### src/rtl/step_timer_pkg.sv
package step_timer_pkg;

  localparam int unsigned TMR_W  = 10;
  localparam int unsigned TMR_CH = 2;
  localparam int unsigned SEL_W  = 2;
  localparam int unsigned CH_W   = (TMR_CH > 1) ? $clog2(TMR_CH) : 1;
  localparam int unsigned ADDR_W = CH_W + SEL_W;

  typedef enum logic [SEL_W-1:0] {
    FLD_MATCH = 2'd0,
    FLD_STEP  = 2'd1,
    FLD_CFG   = 2'd2,
    FLD_NONE  = 2'd3
  } fld_e;

  typedef enum logic [1:0] {
    PIN_KEEP = 2'd0,
    PIN_SET  = 2'd1,
    PIN_CLR  = 2'd2,
    PIN_TGL  = 2'd3
  } pin_act_e;

  typedef struct packed {
    logic     en;
    logic     irqEn;
    pin_act_e act;
  } ch_cfg_t;

  // strobes from control to datapath
  typedef struct packed {
    logic              tick;
    logic [TMR_CH-1:0] hit;
    logic [TMR_CH-1:0] clr;
    logic [TMR_CH-1:0] wrMatch;
    logic [TMR_CH-1:0] wrStep;
    logic [TMR_CH-1:0] wrCfg;
  } strobe_t;

endpackage

### src/rtl/step_timer_ctrl.sv
module step_timer_ctrl
  import step_timer_pkg::*;
(
  input  logic                          tickEn,
  input  logic                          wrEn,
  input  logic [ADDR_W-1:0]             wrAddr,
  input  logic [TMR_CH-1:0]             irqClr,
  input  logic [TMR_W-1:0]              cnt,
  input  logic [TMR_CH-1:0][TMR_W-1:0]  matchVec,
  input  logic [TMR_CH-1:0]             enVec,
  output strobe_t                       strb
);

  logic [TMR_W-1:0]  cntNext;
  logic [CH_W-1:0]   chSel;
  fld_e              fld;
  logic [TMR_CH-1:0] hitV;
  logic [TMR_CH-1:0] wrMatchV;
  logic [TMR_CH-1:0] wrStepV;
  logic [TMR_CH-1:0] wrCfgV;

  // compare against the value the counter is about to take
  assign cntNext = cnt + TMR_W'(1);
  assign chSel   = wrAddr[ADDR_W-1:SEL_W];
  assign fld     = fld_e'(wrAddr[SEL_W-1:0]);

  for (genvar c = 0; c < TMR_CH; c++) begin : g_ch
    logic selMe;
    assign selMe       = wrEn && (chSel == CH_W'(c));
    assign hitV[c]     = tickEn && enVec[c] && (cntNext == matchVec[c]);
    assign wrMatchV[c] = selMe && (fld == FLD_MATCH);
    assign wrStepV[c]  = selMe && (fld == FLD_STEP);
    assign wrCfgV[c]   = selMe && (fld == FLD_CFG);
  end

  assign strb = '{
    tick:    tickEn,
    hit:     hitV,
    clr:     irqClr,
    wrMatch: wrMatchV,
    wrStep:  wrStepV,
    wrCfg:   wrCfgV
  };

endmodule

### src/rtl/step_timer_dp.sv
module step_timer_dp
  import step_timer_pkg::*;
(
  input  logic                          clk,
  input  logic                          rstN,
  input  strobe_t                       strb,
  input  logic [TMR_W-1:0]              wrData,
  output logic [TMR_W-1:0]              cnt,
  output logic [TMR_CH-1:0][TMR_W-1:0]  matchVec,
  output logic [TMR_CH-1:0]             enVec,
  output logic [TMR_CH-1:0]             pinOut,
  output logic [TMR_CH-1:0]             irqFlag
);

  always_ff @(posedge clk) begin
    if (!rstN) begin
      cnt <= '0;
    end else if (strb.tick) begin
      cnt <= cnt + TMR_W'(1);
    end
  end

  for (genvar c = 0; c < TMR_CH; c++) begin : g_ch
    logic [TMR_W-1:0] matchQ;
    logic [TMR_W-1:0] stepQ;
    ch_cfg_t          cfgQ;
    logic             pinQ;
    logic             flagQ;

    always_ff @(posedge clk) begin
      if (!rstN) begin
        matchQ <= '0;
        stepQ  <= '0;
        cfgQ   <= '0;
        pinQ   <= 1'b0;
        flagQ  <= 1'b0;
      end else begin
        // a software write outranks the automatic advance
        if (strb.wrMatch[c]) begin
          matchQ <= wrData;
        end else if (strb.hit[c] && (stepQ != '0)) begin
          matchQ <= matchQ + stepQ;
        end

        if (strb.wrStep[c]) begin
          stepQ <= wrData;
        end

        if (strb.wrCfg[c]) begin
          cfgQ <= '{en: wrData[0], irqEn: wrData[1], act: pin_act_e'(wrData[3:2])};
        end

        // a new event outranks the clear
        if (strb.hit[c] && cfgQ.irqEn) begin
          flagQ <= 1'b1;
        end else if (strb.clr[c]) begin
          flagQ <= 1'b0;
        end

        if (strb.hit[c]) begin
          case (cfgQ.act)
            PIN_SET: pinQ <= 1'b1;
            PIN_CLR: pinQ <= 1'b0;
            PIN_TGL: pinQ <= ~pinQ;
            default: pinQ <= pinQ;
          endcase
        end
      end
    end

    assign matchVec[c] = matchQ;
    assign enVec[c]    = cfgQ.en;
    assign pinOut[c]   = pinQ;
    assign irqFlag[c]  = flagQ;
  end

endmodule

### src/rtl/step_timer.sv
module step_timer
  import step_timer_pkg::*;
(
  input  logic              clk,
  input  logic              rstN,
  input  logic              tickEn,
  input  logic              wrEn,
  input  logic [ADDR_W-1:0] wrAddr,
  input  logic [TMR_W-1:0]  wrData,
  input  logic [TMR_CH-1:0] irqClr,
  output logic [TMR_CH-1:0] pinOut,
  output logic [TMR_CH-1:0] irqFlag
);

  strobe_t                       strb;
  logic [TMR_W-1:0]              cnt;
  logic [TMR_CH-1:0][TMR_W-1:0]  matchVec;
  logic [TMR_CH-1:0]             enVec;
  logic [TMR_CH-1:0]             hitVec;

  assign hitVec = strb.hit;

  step_timer_ctrl u_ctrl (
    .tickEn   (tickEn),
    .wrEn     (wrEn),
    .wrAddr   (wrAddr),
    .irqClr   (irqClr),
    .cnt      (cnt),
    .matchVec (matchVec),
    .enVec    (enVec),
    .strb     (strb)
  );

  step_timer_dp u_dp (
    .clk      (clk),
    .rstN     (rstN),
    .strb     (strb),
    .wrData   (wrData),
    .cnt      (cnt),
    .matchVec (matchVec),
    .enVec    (enVec),
    .pinOut   (pinOut),
    .irqFlag  (irqFlag)
  );

endmodule

### config.mk
export PLATFORM = sky130hd
export DESIGN_NAME = step_timer
export DESIGN_NICKNAME = d
export VERILOG_FILES = /design/src/rtl/step_timer_pkg.sv /design/src/rtl/step_timer_ctrl.sv /design/src/rtl/step_timer_dp.sv /design/src/rtl/step_timer.sv
export SDC_FILE = /design/constraint.sdc
export NUM_CORES = 1
export LEC_CHECK = 0
export CAP_MARGIN = 15
export CELL_PAD_IN_SITES_DETAIL_PLACEMENT = 1
export CELL_PAD_IN_SITES_GLOBAL_PLACEMENT = 1
export CORE_MARGIN = 2
export CORE_UTILIZATION = 48
export CTS_CLUSTER_DIAMETER = 60
export DETAILED_ROUTE_END_ITERATION = 16
export DONT_BUFFER_PORTS = 1
export PLACE_DENSITY = 0.83
export SYNTH_ARGS = -nofsm -noshare
export SYNTH_HDL_FRONTEND = slang
export SYNTH_SLANG_ARGS = --single-unit
### constraint.sdc
create_clock -name clk -period 3 [get_ports clk]
set_input_delay 0.3 -clock clk [delete_from_list [all_inputs] [get_ports clk]]
set_output_delay 0.3 -clock clk [all_outputs]
set_load 0.005 [all_outputs]
==> PnR_summary.wiki <==
{| class="wikitable"
! Metric !! Value
|-
| Highest fanout seen on the critical path || 11
|-
| Worst slew margin relative to its limit || 0.4842
|-
| Flip-flop and latch count after synthesis || 62
|-
| Setup WS post-layout || 195.7 ps
|-
| Final weighted congestion in routability-driven placement || 0.8942
|-
| Area contributors post-synth || sky130_fd_sc_hd__dfxtp_1 32%, sky130_fd_sc_hd__mux2i_1 6.9%, sky130_fd_sc_hd__a21oi_1 6.4%, sky130_fd_sc_hd__ha_1 6.0%, sky130_fd_sc_hd__nand2_1 5.4%
|-
| Total congestion overflow || 0
|-
| Async set or reset register ratio after synthesis || 0
|-
| Dominant cell type by area after synthesis || sky130_fd_sc_hd__dfxtp_1
|-
| Worst VDD drop || 0.3662 mV
|-
| Slew Limit Fails || 0
|-
| Commonest non-fill, non-tap cell in the layout || sky130_fd_sc_hd__dfxtp_1
|-
| Sequential fraction of the synthesis area || 0.3150
|-
| Setup TNS Final || 0 ps
|-
| Unrepaired setup endpoints after global routing || no
|-
| Share of post-route cells with drive strength above 1 || 0.07933
|-
| Number of design-rule violations left by the first detailed-router iteration || 128
|-
| Initial Utilization || 0.4869
|-
| Post-Layout Cell Count || 584
|-
| Die boundary height || 94.60 um
|-
| Insertion delay to the later sink of the worst-skew pair || 350 ps
|-
| Syn Inst Count || 478
|-
| Final #Nets || 514
|-
| Final Hold Fails || 0
|-
| Kind of launch point of the worst setup path || flip-flop
|-
| First-pass GRT wire length || 18600 um
|-
| Vias in the first global route || 3619
|-
| Site Rows || 33
|-
| Number of nets produced by synthesis || 518
|-
| Worst hold path depth || 2
|-
| Slew at the pin closest to its max-slew limit || 763.7 ps
|-
| Number of hold buffers added after cts || 0
|-
| Antenna-violating nets left || 0
|-
| Period utilisation layout || 0.9348
|-
| Total wire length after detailed routing || 11540 um
|-
| Post-place instance area || 4036 um^2
|-
| Run status || complete, no violations
|-
| Number of placed I/O pins || 23
|-
| Number of cell instances on the worst register-to-register path || 8
|-
| Clock-pin slew on the worst setup and hold paths || 70 ps
|-
| Cts bufs inserted || 9
|-
| Commonest non-fill, non-tap cells in the layout || 62 x sky130_fd_sc_hd__dfxtp_1, 57 x sky130_fd_sc_hd__nand2_1, 50 x sky130_fd_sc_hd__a21oi_1
|-
| Worst endpoint required time || 3210 ps
|-
| Synthesis Warnings || 0
|-
| Register-to-register path setup slack || 200 ps
|-
| Proportion of netlist area held by the largest area contributor || 0.3150
|-
| Skew final || 7.817 ps
|-
| Number of different library cells in the post-synthesis netlist || 56
|-
| Total routed wire length on the met1 layer || 5153 um
|-
| Critical hold path startpoint || wrData[9]
|-
| Mean Syn Cell Area || 8.243 um^2
|-
| Post-Layout Inst Area || 4269 um^2
|-
| Met2 wire length || 5475 um
|-
| Static Leak || 1.636 nW
|-
| Setup fix buffers added after clock tree synthesis || 0
|-
| Routed length on met3 || 579 um
|-
| Ant diodes || 0
|-
| Crit Path Class || flip-flop to flip-flop
|-
| Hold Path End || u_dp.g_ch[0].stepQ[9]
|-
| DRC Markers || 0
|-
| HPWL Detailed || 8415 um
|-
| Setup violators final || 0
|-
| Number of filler cells placed in the layout || 1019
|-
| Post-synth top flop || sky130_fd_sc_hd__dfxtp_1
|-
| Root Buffer Master || sky130_fd_sc_hd__clkbuf_8
|-
| Mapped Area || 3940 um^2
|-
| Critical Path End Type || flip-flop
|-
| Portion of netlist area occupied by mux cells || 0.06859
|-
| Pin count of the biggest net entering global routing || 43
|-
| Die ar. || 8949 um^2
|-
| Routed via count || 3524
|-
| Antenna violations before repair || 0
|-
| Signed area change from the synthesized netlist to the final layout || 8.352%
|-
| Compound-gate portion of the synthesized area || 0.1715
|-
| Largest family of logic cells by synthesized area || simple AND/OR/NAND/NOR gates
|-
| Place WS || 253.5 ps
|-
| Arrival time worst endpoint || 3010 ps
|-
| R2r startpoint || u_dp.cnt[1]
|-
| Max Freq || 356.6 MHz
|-
| Power per standard cell area || 442.6 nW/um^2
|-
| Core footprint || 8093 um^2
|-
| PortBufs || 0
|-
| Total global-route track usage || 0.2728
|-
| DP Cell Count || 568
|-
| Max clock buf depth || 2
|-
| Routed len/inst || 19.76 um
|-
| Top routing layer in use || met4
|-
| Class of the tightest hold or removal check || primary input to flip-flop
|-
| Die width || 94.60 um
|-
| Resized Gates After CTS || 0
|-
| Routed via count divided by cell count || 6.034
|-
| Number of synthesized flops with an enable pin || 0
|-
| Total number of H-tree levels || 3
|-
| Minimum period implied by the final worst setup slack || 2804 ps
|-
| Xor/xnor cell area share of the yosys netlist || 0.1092
|-
| Number of violations of the max-capacitance limit || 0
|-
| Detailed Routing Iterations Pass 1 || 4
|-
| TritonCTS clock tree || yes
|-
| TritonCTS sink count || 62
|-
| Area fraction in and, or, nand and nor cells after synthesis || 0.2252
|-
| FF-to-FF End || u_dp.g_ch[0].matchQ[4]
|-
| Adder-cell share of the synthesized area || 0.07050
|-
| Final total power || 0.001890 W
|}
==> critical path, stage by stage, from the launching register on <==
cell	delay [ps]
sky130_fd_sc_hd__dfxtp_1	390
sky130_fd_sc_hd__ha_1	300
sky130_fd_sc_hd__xor2_1	180
sky130_fd_sc_hd__or4_1	430
sky130_fd_sc_hd__or4b_4	550
sky130_fd_sc_hd__nor4_4	210
sky130_fd_sc_hd__buf_4	260
sky130_fd_sc_hd__mux2i_1	260
sky130_fd_sc_hd__a21oi_1	90
==> power by group <==
| group | leakage, nW | total (W) | internal [W] | switching, W |
|---|---|---|---|---|
| clock network | 0.116 | 0.000867 | 0.000513 | 0.000354 |
| logic | 1.02 | 0.000158 | 0.0000664 | 0.0000914 |
| registers | 0.502 | 0.000865 | 0.000843 | 0.0000222 |
| total | 1.64 | 0.00189 | 0.00142 | 0.000467 |
==> worst max path at each step <==
| stage | from | end | cells past startpoint |
|---|---|---|---|
| finish | u_dp.cnt[1] | u_dp.g_ch[0].matchQ[4] | 8 |
| global route | u_dp.cnt[4] | u_dp.g_ch[0].matchQ[4] | 8 |
| CTS | u_dp.cnt[1] | u_dp.g_ch[0].matchQ[4] | 8 |
| detailed placement | u_dp.cnt[1] | u_dp.g_ch[0].matchQ[1] | 8 |
| global placement | u_dp.cnt[1] | u_dp.g_ch[0].matchQ[4] | 8 |
| floorplan | u_dp.cnt[0] | u_dp.g_ch[0].matchQ[2] | 8 |
==> routing by layer <==
layer | vias to the layer above | GRT usage
met5 | - | 0
met4 | 0 | 0.1099
met3 | 25 | 0.05188
met2 | 84 | 0.4545
met1 | 1716 | 0.3468
li1 | 1699 | -
==> cells by family (layout without fill, tap and decap cells) <==
family	count (synthesis)	in the layout
AO/OA/AOI/OAI	114	114
XOR/XNOR	46	46
adder cells (fa/ha/maj)	21	21
buffers and inverters	33	34
flip-flops	62	62
multiplexers	27	27
AND/OR/NAND/NOR	175	175
==> Yosys cell counts, types with 6 or more instances <==
master and n:
sky130_fd_sc_hd__a21oi_1 50, sky130_fd_sc_hd__o21ai_0 25, sky130_fd_sc_hd__dfxtp_1 62, sky130_fd_sc_hd__nand2b_1 9, sky130_fd_sc_hd__nand4_1 6, sky130_fd_sc_hd__nor2_1 34
sky130_fd_sc_hd__nor2b_1 9, sky130_fd_sc_hd__nand2_1 57, sky130_fd_sc_hd__buf_4 6, sky130_fd_sc_hd__mux2i_1 27, sky130_fd_sc_hd__ha_1 19, sky130_fd_sc_hd__nor3_1 11
sky130_fd_sc_hd__xor2_1 20, sky130_fd_sc_hd__clkbuf_1 16, sky130_fd_sc_hd__or2_2 6, sky130_fd_sc_hd__nand3_1 12, sky130_fd_sc_hd__xnor2_1 24
==> through the flow <==
| stage | hold WS (ps) | utilization |
|---|---|---|
| after floorplan | 435.5 | - |
| after global placement | 438.0 | 0.4988 |
| after detailed placement | 446.3 | 0.4988 |
| after CTS | 74.20 | 0.5275 |
| after global routing | 81.53 | 0.5275 |
| final | 82.06 | 0.5275 |
==> state kept, by name (all words and copies together) (netlist names) <==
| register | flops |
|---|---|
| u_dp.g_ch.pinQ | 2 |
| u_dp.g_ch.cfgQ | 6 |
| u_dp.g_ch.matchQ | 20 |
| u_dp.g_ch.flagQ | 2 |
| u_dp.g_ch.stepQ | 20 |
| u_dp.enVec | 2 |
| u_dp.cnt | 10 |
==> cell type report <==
class	instances	area, um^2	share of cell area
Clock inverter	5	81.33	0.01905
Clock buffer	11	151.4	0.03546
Inverter	5	18.77	0.004396
Sequential cell	62	1241	0.2907
Multi-Input combinational cell	383	2547	0.5967
Timing Repair Buffer	13	97.59	0.02286
Tap cell	105	131.4	0.03077
(Power assumes the default switching activity.)
